<file path="src/rtl/brp_pkg.sv">
// Package: brp_pkg
// Shared width and state types for the byte-wide register port.
// Assumes an 8-bit host data path.
package brp_pkg;
    localparam int BYTE_W = 8;

    typedef enum logic [1:0] {
        XF_IDLE = 2'd0,
        XF_ACK  = 2'd1,
        XF_REL  = 2'd2
    } xfer_state_t;

    typedef enum logic [1:0] {
        ST_IDLE = 2'd0,
        ST_BUSY = 2'd1,
        ST_DONE = 2'd2
    } start_state_t;

    typedef struct packed {
        logic              is_addr;
        logic [BYTE_W-1:0] value;
    } byte_evt_t;
endpackage

</file>
<file path="src/rtl/brp_sync.sv">
// Module: brp_sync
// Multi-stage flop synchroniser for WIDTH independent asynchronous bits.
// Assumes each bit is a level that is held far longer than STAGES clocks.
module brp_sync #(
    parameter int               WIDTH   = 1,
    parameter int               STAGES  = 2,
    parameter logic [WIDTH-1:0] RST_VAL = '0
) (
    input  logic             clk,
    input  logic             rst_n,
    input  logic [WIDTH-1:0] d,
    output logic [WIDTH-1:0] q
);
    logic [WIDTH-1:0] stage_q [STAGES];

    generate
        for (genvar s = 0; s < STAGES; s++) begin : g_stage
            if (s == 0) begin : g_first
                // Purpose: first capture flop of the asynchronous inputs.
                always_ff @(posedge clk) begin
                    if (!rst_n) stage_q[s] <= RST_VAL;
                    else        stage_q[s] <= d;
                end
            end else begin : g_next
                // Purpose: further settling flop of the chain.
                always_ff @(posedge clk) begin
                    if (!rst_n) stage_q[s] <= RST_VAL;
                    else        stage_q[s] <= stage_q[s-1];
                end
            end
        end
    endgenerate

    assign q = stage_q[STAGES-1];
endmodule

</file>
<file path="src/rtl/brp_xfer.sv">
// Module: brp_xfer
// Four-phase byte handshake. A synchronised low strobe raises ack for
// HOLD_CYC cycles. The byte is committed on the last of those cycles and
// ack then drops. The FSM re-arms only after the strobe returns high.
// Assumes the host holds sel and data stable while ack is high.
module brp_xfer
    import brp_pkg::*;
#(
    parameter int HOLD_CYC = 4
) (
    input  logic                clk,
    input  logic                rst_n,
    input  logic                strobe_n_s,
    input  logic                sel_i,
    input  logic [BYTE_W-1:0]   data_i,
    output logic                ack_o,
    output logic                commit_o,
    output byte_evt_t           evt_o
);
    localparam int CNT_W = (HOLD_CYC > 1) ? $clog2(HOLD_CYC) : 1;
    localparam logic [CNT_W-1:0] CNT_LAST = CNT_W'(HOLD_CYC - 1);

    xfer_state_t      state_q, state_d;
    logic [CNT_W-1:0] cnt_q;

    // Purpose: next-state logic of the transfer handshake.
    always_comb begin
        state_d = state_q;
        unique case (state_q)
            XF_IDLE: if (!strobe_n_s)        state_d = XF_ACK;
            XF_ACK:  if (cnt_q == CNT_LAST)  state_d = XF_REL;
            XF_REL:  if (strobe_n_s)         state_d = XF_IDLE;
            default:                         state_d = XF_IDLE;
        endcase
    end

    // Purpose: state and hold counter registers.
    always_ff @(posedge clk) begin
        if (!rst_n) begin
            state_q <= XF_IDLE;
            cnt_q   <= '0;
        end else begin
            state_q <= state_d;
            if (state_q == XF_ACK) cnt_q <= cnt_q + 1'b1;
            else                   cnt_q <= '0;
        end
    end

    assign ack_o         = (state_q == XF_ACK);
    assign commit_o      = (state_q == XF_ACK) && (cnt_q == CNT_LAST);
    assign evt_o.is_addr = sel_i;
    assign evt_o.value   = data_i;
endmodule

</file>
<file path="src/rtl/brp_regs.sv">
// Module: brp_regs
// Address latch, operand lane registers and result byte selector.
// Assumes committed events arrive one per cycle at most. Bits of an
// address byte above the register select are ignored.
module brp_regs
    import brp_pkg::*;
#(
    parameter int DATA_W = 32
) (
    input  logic              clk,
    input  logic              rst_n,
    input  logic              commit_i,
    input  byte_evt_t         evt_i,
    input  logic [DATA_W-1:0] result_i,
    output logic [DATA_W-1:0] op_a_o,
    output logic [DATA_W-1:0] op_b_o,
    output logic [BYTE_W-1:0] rd_byte_o,
    output logic              rd_en_o
);
    localparam int LANES  = DATA_W / BYTE_W;
    localparam int LANE_W = $clog2(LANES);
    localparam int ADDR_W = LANE_W + 1;

    logic [ADDR_W-1:0] addr_q;
    logic [LANE_W-1:0] lane_q;
    logic              bsel_q;
    logic [BYTE_W-1:0] res_lane [LANES];

    assign lane_q = addr_q[LANE_W-1:0];
    assign bsel_q = addr_q[LANE_W];

    // Purpose: latch register select and lane from each address byte.
    always_ff @(posedge clk) begin
        if (!rst_n)                         addr_q <= '0;
        else if (commit_i && evt_i.is_addr) addr_q <= evt_i.value[ADDR_W-1:0];
    end

    generate
        for (genvar l = 0; l < LANES; l++) begin : g_lane
            logic wr_lane;
            assign wr_lane = commit_i && !evt_i.is_addr && (lane_q == LANE_W'(l));

            // Purpose: write one byte lane of the selected operand.
            always_ff @(posedge clk) begin
                if (!rst_n) begin
                    op_a_o[l*BYTE_W +: BYTE_W] <= '0;
                    op_b_o[l*BYTE_W +: BYTE_W] <= '0;
                end else if (wr_lane) begin
                    if (bsel_q) op_b_o[l*BYTE_W +: BYTE_W] <= evt_i.value;
                    else        op_a_o[l*BYTE_W +: BYTE_W] <= evt_i.value;
                end
            end

            assign res_lane[l] = result_i[l*BYTE_W +: BYTE_W];
        end
    endgenerate

    assign rd_byte_o = res_lane[lane_q];
    assign rd_en_o   = !bsel_q;
endmodule

</file>
<file path="src/rtl/brp_start.sv">
// Module: brp_start
// Calculation request/done handshake. A synchronised request issues one
// start pulse. Done rises only after the engine reports completion and
// falls once the request is withdrawn.
// Assumes eng_done is a single-cycle pulse.
module brp_start
    import brp_pkg::*;
(
    input  logic clk,
    input  logic rst_n,
    input  logic req_s,
    input  logic eng_done_i,
    output logic start_o,
    output logic done_o
);
    start_state_t state_q, state_d;

    // Purpose: next-state logic of the start handshake.
    always_comb begin
        state_d = state_q;
        unique case (state_q)
            ST_IDLE: if (req_s)      state_d = ST_BUSY;
            ST_BUSY: if (eng_done_i) state_d = ST_DONE;
            ST_DONE: if (!req_s)     state_d = ST_IDLE;
            default:                 state_d = ST_IDLE;
        endcase
    end

    // Purpose: state register.
    always_ff @(posedge clk) begin
        if (!rst_n) state_q <= ST_IDLE;
        else        state_q <= state_d;
    end

    assign start_o = (state_q == ST_IDLE) && req_s;
    assign done_o  = (state_q == ST_DONE);
endmodule

</file>
<file path="src/rtl/byte_reg_port.sv">
// Module: byte_reg_port
// Top level of the byte-wide register port: input synchronisers, transfer
// handshake, register/lane store and the calculation start handshake.
// Assumes the host drives host_data_i only while port_ack is high.
module byte_reg_port #(
    parameter int DATA_W      = 32,
    parameter int HOLD_CYC    = 4,
    parameter int SYNC_STAGES = 2
) (
    input  logic                       clk,
    input  logic                       rst_n,
    input  logic                       host_strobe_n,
    input  logic                       host_sel,
    input  logic [brp_pkg::BYTE_W-1:0] host_data_i,
    output logic                       port_ack,
    output logic [brp_pkg::BYTE_W-1:0] port_data_o,
    output logic                       port_data_oe,
    input  logic                       calc_req,
    output logic                       calc_done,
    output logic                       eng_start,
    input  logic                       eng_done,
    input  logic [DATA_W-1:0]          eng_result,
    output logic [DATA_W-1:0]          op_a,
    output logic [DATA_W-1:0]          op_b
);
    logic [1:0]         sync_q;
    logic               strobe_n_s;
    logic               req_s;
    logic               byte_commit;
    logic               rd_en;
    brp_pkg::byte_evt_t byte_evt;

    brp_sync #(.WIDTH(2), .STAGES(SYNC_STAGES), .RST_VAL(2'b10)) u_sync (
        .clk   (clk),
        .rst_n (rst_n),
        .d     ({host_strobe_n, calc_req}),
        .q     (sync_q)
    );
    assign strobe_n_s = sync_q[1];
    assign req_s      = sync_q[0];

    brp_xfer #(.HOLD_CYC(HOLD_CYC)) u_xfer (
        .clk        (clk),
        .rst_n      (rst_n),
        .strobe_n_s (strobe_n_s),
        .sel_i      (host_sel),
        .data_i     (host_data_i),
        .ack_o      (port_ack),
        .commit_o   (byte_commit),
        .evt_o      (byte_evt)
    );

    brp_regs #(.DATA_W(DATA_W)) u_regs (
        .clk       (clk),
        .rst_n     (rst_n),
        .commit_i  (byte_commit),
        .evt_i     (byte_evt),
        .result_i  (eng_result),
        .op_a_o    (op_a),
        .op_b_o    (op_b),
        .rd_byte_o (port_data_o),
        .rd_en_o   (rd_en)
    );

    brp_start u_start (
        .clk        (clk),
        .rst_n      (rst_n),
        .req_s      (req_s),
        .eng_done_i (eng_done),
        .start_o    (eng_start),
        .done_o     (calc_done)
    );

    assign port_data_oe = rd_en && !port_ack;
endmodule

</file>
<file path="config.mk">
export PLATFORM = sky130hd
export DESIGN_NAME = byte_reg_port
export DESIGN_NICKNAME = d
export VERILOG_FILES = /design/src/rtl/brp_pkg.sv /design/src/rtl/brp_sync.sv /design/src/rtl/brp_xfer.sv /design/src/rtl/brp_regs.sv /design/src/rtl/brp_start.sv /design/src/rtl/byte_reg_port.sv
export SDC_FILE = /design/constraint.sdc
export NUM_CORES = 1
export LEC_CHECK = 0
export BUFFER_PORTS_ARGS = -buffer_cell sky130_fd_sc_hd__buf_2
export CORE_AREA = 2 2 81 83
export CTS_BUF_LIST = sky130_fd_sc_hd__clkbuf_16
export DETAILED_ROUTE_END_ITERATION = 16
export DIE_AREA = 0 0 83 85
export PLACE_DENSITY = 0.9
export SLEW_MARGIN = 20
export SYNTH_ARGS = -nofsm -noshare
export SYNTH_HDL_FRONTEND = slang
export SYNTH_SLANG_ARGS = --single-unit
</file>
<file path="constraint.sdc">
create_clock -name clk -period 2.8 [get_ports clk]
set_input_delay 0 -clock clk [delete_from_list [all_inputs] [get_ports clk]]
set_output_delay 0 -clock clk [all_outputs]
set_load 0.01 [all_outputs]
</file>
==> metrics.csv <==
stage,metric,value,unit
floorplan,dieArea,7060,sq um
grt,grt_start_max_net_pins,50,
critical_path,critPathLaunchType,flip-flop,
route,drt_iter0_markers,94,
logic_synthesis,synth_area_leader_cell,dfxtp_1,
clock_tree,cts.sinks,77,
critical_path,arrival,2180,ps
floorplan,die-width,83,microns
timing,final_max_slew_viol_count,0,
logic_synthesis,yosys_warnings,0,
logic_synthesis,synth-xor-area-share,0,%
logic_synthesis,ys_seq_area_share,51.0,%
status,status,completed,
worst_hold_path,hold_path_startpoint,host_data_i[4],
placement,portBuffers,121,
logic_synthesis,synth_adder_area_share,0.414,%
timing,max_freq,515,MHz
clock_tree,cts.root.buffer_cell,clkbuf_16,
clock_tree,ctsResizeCount,0,
floorplan,rows,29,
logic_synthesis,synthTopCellsByCount,"dfxtp_1, nand2_1, mux2i_1",
finish,diodes,0,
clock_tree,cts_max_level,3,
critical_path,crit_type,reg2reg,
clock_tree,tritoncts,done,
clock_tree,clk_latency,320,ps
pwr,power_density,614,nW/um^2
timing,fin_skew,2.55,ps
timing,finalCritPeriodShare,69.4,%
timing,maxSlewHeadroom,43.5,%
logic_synthesis,synth_area,3020,sq um
floorplan,start_util,48.7,%
critical_path,worst_setup_path_end_kind,flip-flop,
logic_synthesis,yosysMostFrequentCell,dfxtp_1,
logic_synthesis,ys_ff_latch,77,
critical_path,r2r-end,u_regs.op_a_o[24],
timing,setup_ws,857,ps
logic_synthesis,synth_area_leaders,"dfxtp_1, mux2i_1, nand2_1",
route,wl_per_cell,16.3,microns
grt,overflow,0,
critical_path,path_max_fanout,16,
critical_path,rrSetupSlack,860,ps
clock_tree,cts.clk_slew.worst_paths,50,ps
critical_path,r2r-start,u_regs.addr_q[0],
route,vias,2511,
finish,drive_gt1_share,36.3,%
critical_path,reg2reg_depth,3,
placement,dp_hpwl,5520,microns
logic_synthesis,synth-edff-count,0,
timing,worst_pin_slew,847,ps
timing,rsz0062_at_grt,no,
logic_synthesis,avgSynthCellArea,10.7,sq um
logic_synthesis,syn_inst,282,
worst_hold_path,hold_end,u_regs.op_a_o[20],
logic_synthesis,synth_top_family_by_area,multiplexers,
floorplan,die_h,85,microns
logic_synthesis,yosys.area.top_type_share,51.0,%
pwr,p_leak,2.06,nW
timing,setup_viol_count_final,0,
grt,grt_usage,22.5,%
grt,grt_pass1_vias,2505,
logic_synthesis,synth_cell_type_count,28,
route,drc,0,
logic_synthesis,async_flop_share,0,%
placement,place_ws,868,ps
route,final_antenna_net_count,0,
worst_hold_path,hold_path_class,in2reg,
finish,stdcell_area,4060,sq um
route,wl,7960,microns
route,viasPerCell,5.16,
critical_path,worstPathRequired,3040,ps
timing,finalHoldViolCount,0,
logic_synthesis,synth-simple-area-share,17.0,%
logic_synthesis,ys.flop_type,dfxtp_1,
grt,grt_pass1_wl,12500,microns
pwr,fin_total_pwr,2.49,mW
worst_hold_path,holdPathStages,3,
timing,period_minus_slack,1940,ps
floorplan,core_area,6200,sq um
logic_synthesis,syn-num-nets,329,
logic_synthesis,synth.area.mux_share,28.1,%
grt,antenna_found_initial,0,
pwr,vdd_drop_max,375,uV
finish,syn_to_final_growth,34.3,%
timing,fin_tns_setup,0,ps
run,max_cap_viol_count,0,
finish,fin_nets,452,
placement,placed_area,3670,sq um
clock_tree,numCtsBuffers,9,
placement,gp_congestion,0.762,
clock_tree,cts_buffer_depth,2,
logic_synthesis,synth_compound_area_share,0.786,%
route,firstDrtPassIters,4,
floorplan,io_pins,122,
-- area by class of cell --
class	count	area, sq um
fill	517	2140
timing repair buffer	129	681
inverter	1	3.75
tap	77	96.3
clock buffer	9	225
multi-input combinational	187	1410
sequential	77	1540
clock inverter	7	105
-- flip-flops by register name, summed over array words and instances, names as in the netlist --
| signal | flops |
|---|---|
| u_xfer.state_q | 2 |
| u_regs.op_b_o | 32 |
| u_regs.addr_q | 3 |
| u_sync.stage_q | 4 |
| u_start.state_q | 2 |
| u_regs.op_a_o | 32 |
| u_xfer.cnt_q | 2 |
-- critical path, stage by stage (launching register included) --
cell	delay, ps
dfxtp_1	820
nand2_1	130
nor3_2	630
mux2i_1	270
-- worst max path at each step --
stage | from | slack (ps) | to | cells after the start
2_1_floorplan | u_xfer.cnt_q[0] | 1190 | u_regs.op_a_o[16] | 5
5_1_grt | u_regs.addr_q[0] | 670 | u_regs.op_a_o[24] | 3
3_5_place_dp | u_regs.addr_q[0] | 870 | u_regs.op_a_o[24] | 3
4_1_cts | u_regs.addr_q[0] | 840 | u_regs.op_a_o[24] | 3
6_report | u_regs.addr_q[0] | 860 | u_regs.op_a_o[24] | 3
3_3_place_gp | u_regs.addr_q[0] | 980 | u_regs.op_a_o[27] | 3
-- where the power goes --
part / internal (mW) / switching, mW
Clock: 0.858 / 0.419
Combinational: 0.0505 / 0.0618
Sequential: 1.10 / 0.00423
-- stage by stage --
stage	instances	util, %	hold WS [ps]
2_1_floorplan	282	-	101
3_3_place_gp	465	59.1	194
3_5_place_dp	465	59.1	192
4_1_cts	487	65.4	198
5_1_grt	487	65.4	212
6_report	487	65.4	198
-- layer usage --
layer	share of wire [%]	GRT usage (%)
met4	2.2	9.54
met3	6.8	5.84
met5	0	0
met1	40	25.1
met2	51	40.8
-- cell usage in the layout, fill, tap and decap left out, drive strengths merged --
| cell | netlist | final |
|---|---|---|
| inv | 1 | 2 |
| nor2 | 11 | 11 |
| and3 | 1 | 1 |
| dlygate4sd3 | 0 | 6 |
| and2 | 2 | 2 |
| a2111oi | 1 | 1 |
| nand4b | 3 | 3 |
| nand3b | 2 | 2 |
| and4bb | 1 | 1 |
| mux2i | 67 | 67 |
| nor4b | 2 | 2 |
| nand3 | 2 | 2 |
| a22oi | 1 | 1 |
| o21a | 1 | 1 |
| buf | 6 | 123 |
| and2b | 1 | 1 |
| or4b | 1 | 1 |
| nand2b | 2 | 2 |
| dfxtp | 77 | 77 |
| bufinv | 0 | 3 |
| nand4bb | 1 | 1 |
| clkbuf | 11 | 9 |
| clkinv | 0 | 3 |
| nor3b | 1 | 1 |
| ha | 1 | 1 |
| nand2 | 75 | 75 |
| nor2b | 2 | 2 |
| mux4 | 8 | 8 |
| nor3 | 1 | 1 |
-- cell families (layout without fill, tap and decap cells) --
group	Yosys count	after routing
adder cells (fa/ha/maj)	1	1
flip-flops	77	77
multiplexers	75	75
AO/OA/AOI/OAI	3	3
buffers and inverters	18	146
AND/OR/NAND/NOR	108	108
-- what timing repair did --
| action | 4_1_cts | 5_1_grt |
|---|---|---|
| setup buffers | 0 | 0 |
| endpoints found under the hold margin | 6 | 0 |
| hold buffers | 6 | 0 |
(Power assumes the default switching activity.)
